`config.mk`:
```
export PLATFORM = sky130hd
export DESIGN_NAME = chain_bus_arbiter
export DESIGN_NICKNAME = d
export VERILOG_FILES = /design/src/rtl/chain_bus_arbiter.sv
export SDC_FILE = /design/constraint.sdc
export NUM_CORES = 1
export LEC_CHECK = 0
export ABC_AREA = 1
export BUFFER_PORTS_ARGS = -buffer_cell sky130_fd_sc_hd__buf_2
export CAP_MARGIN = 20
export CORE_UTILIZATION = 30
export DETAILED_ROUTE_END_ITERATION = 10
export SYNTH_ARGS = -nofsm -noshare
export SYNTH_HDL_FRONTEND = slang
export SYNTH_SLANG_ARGS = --single-unit
```
`constraint.sdc`:
```
create_clock -name clk -period 1.6 [get_ports clk]
set_input_delay 0 -clock clk [delete_from_list [all_inputs] [get_ports clk]]
set_output_delay 0 -clock clk [all_outputs]
set_load 0.1 [all_outputs]
```
`src/rtl/chain_bus_arbiter.sv`:
```
module chain_bus_arbiter #(
  parameter int N_DEV = 6,
  parameter int N_LVL = 3,
  parameter int LEN_W = 4,
  localparam int LW = (N_LVL > 1) ? $clog2(N_LVL) : 1
) (
  input  logic                   clk,
  input  logic                   rst_n,
  input  logic [N_DEV-1:0]       req_i,
  input  logic [N_DEV*LW-1:0]    lvl_i,
  input  logic [N_DEV*LEN_W-1:0] len_i,
  output logic [N_LVL-1:0]       lvl_req_o,
  output logic [N_LVL-1:0]       grant_o,
  output logic                   busy_o,
  output logic [N_DEV-1:0]       owner_o
);

  logic [N_LVL-1:0]            g_q, g_next;
  logic                        busy_q;
  logic [N_DEV-1:0]            owner_q, win;
  logic [LEN_W-1:0]            cnt_q, wlen;
  logic [N_LVL-1:0][N_DEV-1:0] take;

  for (genvar l = 0; l < N_LVL; l++) begin : g_lvl
    logic [N_DEV-1:0] hit;
    logic [N_DEV-1:0] chn;
    assign chn[0] = g_q[l];
    for (genvar i = 0; i < N_DEV; i++) begin : g_dev
      assign hit[i] = req_i[i] && (lvl_i[i*LW +: LW] == LW'(l));
      if (i + 1 < N_DEV) begin : g_pass
        assign chn[i+1] = chn[i] & ~hit[i];
      end
    end
    assign take[l]      = hit & chn;
    assign lvl_req_o[l] = |hit;
  end

  always_comb begin
    win = '0;
    for (int l = 0; l < N_LVL; l++) win = win | take[l];
  end

  always_comb begin
    wlen = '0;
    for (int i = 0; i < N_DEV; i++)
      if (win[i]) wlen = len_i[i*LEN_W +: LEN_W];
  end

  always_comb begin
    logic found;
    found  = 1'b0;
    g_next = '0;
    for (int l = 0; l < N_LVL; l++)
      if (!found && lvl_req_o[l]) begin
        g_next[l] = 1'b1;
        found     = 1'b1;
      end
  end

  always_ff @(posedge clk) begin
    if (!rst_n) begin
      g_q     <= '0;
      busy_q  <= 1'b0;
      owner_q <= '0;
      cnt_q   <= '0;
    end else if (busy_q) begin
      g_q <= '0;
      if (cnt_q == LEN_W'(1)) begin
        busy_q  <= 1'b0;
        owner_q <= '0;
      end else begin
        cnt_q <= cnt_q - LEN_W'(1);
      end
    end else if (|g_q) begin
      g_q <= '0;
      if (|win) begin
        busy_q  <= 1'b1;
        owner_q <= win;
        cnt_q   <= (wlen == '0) ? LEN_W'(1) : wlen;
      end
    end else begin
      g_q <= g_next;
    end
  end

  assign grant_o = g_q;
  assign busy_o  = busy_q;
  assign owner_o = owner_q;

  p_owner_onehot_r7: assert property (@(posedge clk) disable iff (!rst_n)
    $onehot0(owner_q));
  p_busy_owner_r7: assert property (@(posedge clk) disable iff (!rst_n)
    busy_q == (owner_q != '0));
  p_grant_onehot_r3: assert property (@(posedge clk) disable iff (!rst_n)
    $onehot0(g_q));
  p_no_grant_busy_r4: assert property (@(posedge clk) disable iff (!rst_n)
    busy_q |-> (g_q == '0));
  p_grant_pulse_r4: assert property (@(posedge clk) disable iff (!rst_n)
    (|g_q) |=> (g_q == '0));
  p_take_r5: assert property (@(posedge clk) disable iff (!rst_n)
    (|(g_q & lvl_req_o)) |=> busy_q);
  p_lapse_r6: assert property (@(posedge clk) disable iff (!rst_n)
    ((|g_q) && !(|(g_q & lvl_req_o))) |=> !busy_q);
  p_hold_r8: assert property (@(posedge clk) disable iff (!rst_n)
    (busy_q && cnt_q != LEN_W'(1)) |=> (busy_q && $stable(owner_q)));
  p_rearb_r9: assert property (@(posedge clk) disable iff (!rst_n)
    (!busy_q && g_q == '0 && (|lvl_req_o)) |=> (|g_q));

endmodule

```
==> results.sh <==
export IMPL_diodes=0
export IMPL_total_power_uw=1510
export IMPL_grt_pass1_vias=1455
export IMPL_synth_nets=286
export IMPL_min_period_over_period=0.948
export IMPL_synth_async_reset_ratio=0
export IMPL_ctsHtreeMaxLevel=1
export IMPL_grt_overflow_total=0
export IMPL_core_mm2=0.00438
export IMPL_worstSetupPathType="reg -> reg"
export IMPL_total_leakage_power_uw=0.00105
export IMPL_arrival_ns=1.66
export IMPL_finClkSkew_ns=0.00293
export IMPL_antenna_found_initial=0
export IMPL_r2r_end="cnt_q[0]"
export IMPL_final_common_cell="buf_2"
export IMPL_drive_gt1_frac=0.384
export IMPL_multi_input_area_mm2=0.00103
export IMPL_dp_slack_ns=-0.00725
export IMPL_rows=24
export IMPL_cts_tree="done"
export IMPL_die_h_um=69.9
export IMPL_grt_usage=0.155
export IMPL_worst_slew_pin_transition_ns=0.493
export IMPL_grt_max_degree=11
export IMPL_yosysWarnings=0
export IMPL_seqCellArea_um2=295
export IMPL_slew_violations=0
export IMPL_syn_inst=240
export IMPL_viasPerCell=4.65
export IMPL_start_kind="flop"
export IMPL_initial_core_util=0.316
export IMPL_clockBufferDepth=2
export IMPL_vias=1646
export IMPL_clk_pin_slew_ns=0.06
export IMPL_hold_viol_final=0
export IMPL_reg2reg_from="grant_o[2]"
export IMPL_ys_ff_latch=14
export IMPL_yosysUniqueCellTypes=32
export IMPL_holdPathEnd="cnt_q[3]"
export IMPL_r2r_slack_ns=0.08
export IMPL_cts_buffers=3
export IMPL_hold_depth=3
export IMPL_die_x_um=69.9
export IMPL_first_iter_violations=70
export IMPL_ir_worst_vdd_mv=0.353
export IMPL_hold_path_class="in -> reg"
export IMPL_fin_tns_setup_ns=0
export IMPL_fmax_ghz=0.660
export IMPL_rr_worst_depth=13
export IMPL_crit_fanout=10
export IMPL_clock_sinks=14
export IMPL_synth_area_mm2=0.00139
export IMPL_wl_um=3880
export IMPL_ys_seq_area_frac=0.202
export IMPL_whs_ns=0.0505
export IMPL_hold_path_startpoint="rst_n"
export IMPL_crit_path_end_kind="flop"
export IMPL_grt_pass1_wl_um=6220
export IMPL_synth_edf_count=0
export IMPL_hold_buffers=0
export IMPL_cts_root_buf="clkbuf_8"
export IMPL_nets=349
export IMPL_io_buffers=56
export IMPL_dieArea_mm2=0.00489
export IMPL_fin_ws_ns=0.0837
export IMPL_clk_latency_ns=0.25
export IMPL_dr_pass1_iters=5
export IMPL_status="completed"
export IMPL_crit_required_ns=1.75
export IMPL_powerDensity_mw_per_mm2=786
export IMPL_postRouteAntennaNets=0
export IMPL_dp_hpwl_um=3160
export IMPL_setup_viol=0
export IMPL_rsz0062_at_grt="true"
export IMPL_drc=0
export IMPL_ys_flop_type="dfxtp_1"
export IMPL_place_congestion=0.867
export IMPL_maxCapViolations=0
export IMPL_slew_headroom=0.674
export IMPL_fill_cells=466
export IMPL_wl_per_cell_um=11.0
export IMPL_syn_to_final_growth_pct=38.4
export IMPL_io_pins=57
export IMPL_layout_common_cells="56 x buf_2, 54 x nand2_1, 32 x inv_1, 22 x nor2_1, 21 x a21oi_1"
export IMPL_min_period_ns=1.52
export IMPL_syn_area_per_cell_um2=5.77
==> power breakdown <==
group | leakage, uW | switching, uW | internal, uW | total [uW]
clock | 0.0000231 | 130 | 170 | 300
combinational | 0.000911 | 537 | 234 | 771
sequential | 0.000117 | 40.0 | 396 | 436
==> worst max path at each step <==
stage / from / endpoint / slack, ns / cells after the start
floorplan: grant_o[2] / cnt_q[0] / -0.002 / 11
global placement: lvl_i[1] / cnt_q[0] / -0.01 / 12
detailed placement: lvl_i[1] / cnt_q[0] / -0.007 / 17
CTS: grant_o[2] / cnt_q[0] / 0.01 / 14
global route: grant_o[1] / cnt_q[0] / -0.05 / 15
finish: grant_o[2] / cnt_q[0] / 0.08 / 13
==> cells by family (layout without fill, tap and decap cells) <==
logic type	Yosys count	after routing	share of synthesized area
DFF	14	14	0.202
AOI/OAI and AO/OA	37	37	0.150
adders and majority gates	2	2	0.0181
buffers and inverters	45	107	0.128
and+or+nand+nor	142	142	0.501
==> worst max-delay path: stages (launching register included) <==
cell and delay [ns]:
dfxtp_4 0.37, nand2_4 0.06, nor2_2 0.14, nand2_1 0.11
nand3_4 0.16, a21oi_1 0.06, nand3_1 0.09, nand2_1 0.07
nand2_2 0.07, nand2_1 0.05, nand2_1 0.07, nor2_2 0.03
nor2_1 0.09, nor2_1 0.04
==> layout make-up <==
class	instances	area share
multi-input combinational	181	0.536
timing repair buffer	61	0.166
sequential	14	0.154
inverter	42	0.0868
tap	52	0.0339
clock buffer	3	0.0215
clock inverter	1	0.00196
==> metrics by stage <==
stage | utilization | cell area, um2 | cells
CTS | 0.418 | 1830 | 352
detailed placement | 0.408 | 1790 | 348
global route | 0.437 | 1920 | 354
finish | 0.437 | 1920 | 354
global placement | 0.408 | 1790 | 348
floorplan | - | 1440 | 240
==> state kept, by name, summed over array words and instances, names as in the netlist <==
name and cells:
grant_o 3, busy_o 1, cnt_q 4, owner_o 6
==> synth_stat cells (2+ instances only) <==
library cell / n / area [um2]
a21oi_1: 21 / 105
buf_4: 2 / 15.0
dfxtp_1: 14 / 280
ha_1: 2 / 25.0
inv_1: 35 / 131
inv_2: 5 / 18.8
nand2_1: 64 / 240
nand2_2: 4 / 25.0
nand2_4: 2 / 22.5
nand3_1: 23 / 115
nand3_2: 4 / 40.0
nand3_4: 2 / 35.0
nor2_1: 25 / 93.8
nor2_2: 4 / 25.0
nor3_1: 3 / 15.0
nor3_2: 2 / 20.0
nor4_1: 2 / 12.5
o211ai_1: 6 / 45.0
o21ai_0: 4 / 20.0
o21ai_1: 3 / 15.0
or2_1: 2 / 12.5
==> per-layer routing <==
metal,track usage,part of all wire
met1,0.213,0.50
met2,0.241,0.42
met3,0.0418,0.074
met4,0.0356,0.0098
met5,0,0
==> what timing repair did <==
action | 4_1_cts | 5_1_grt
setup endpoints to repair | 0 | 4
setup buffers | 0 | 2
resized for setup | 0 | 24
No activity file was read; power rests on OpenSTA's default activity.
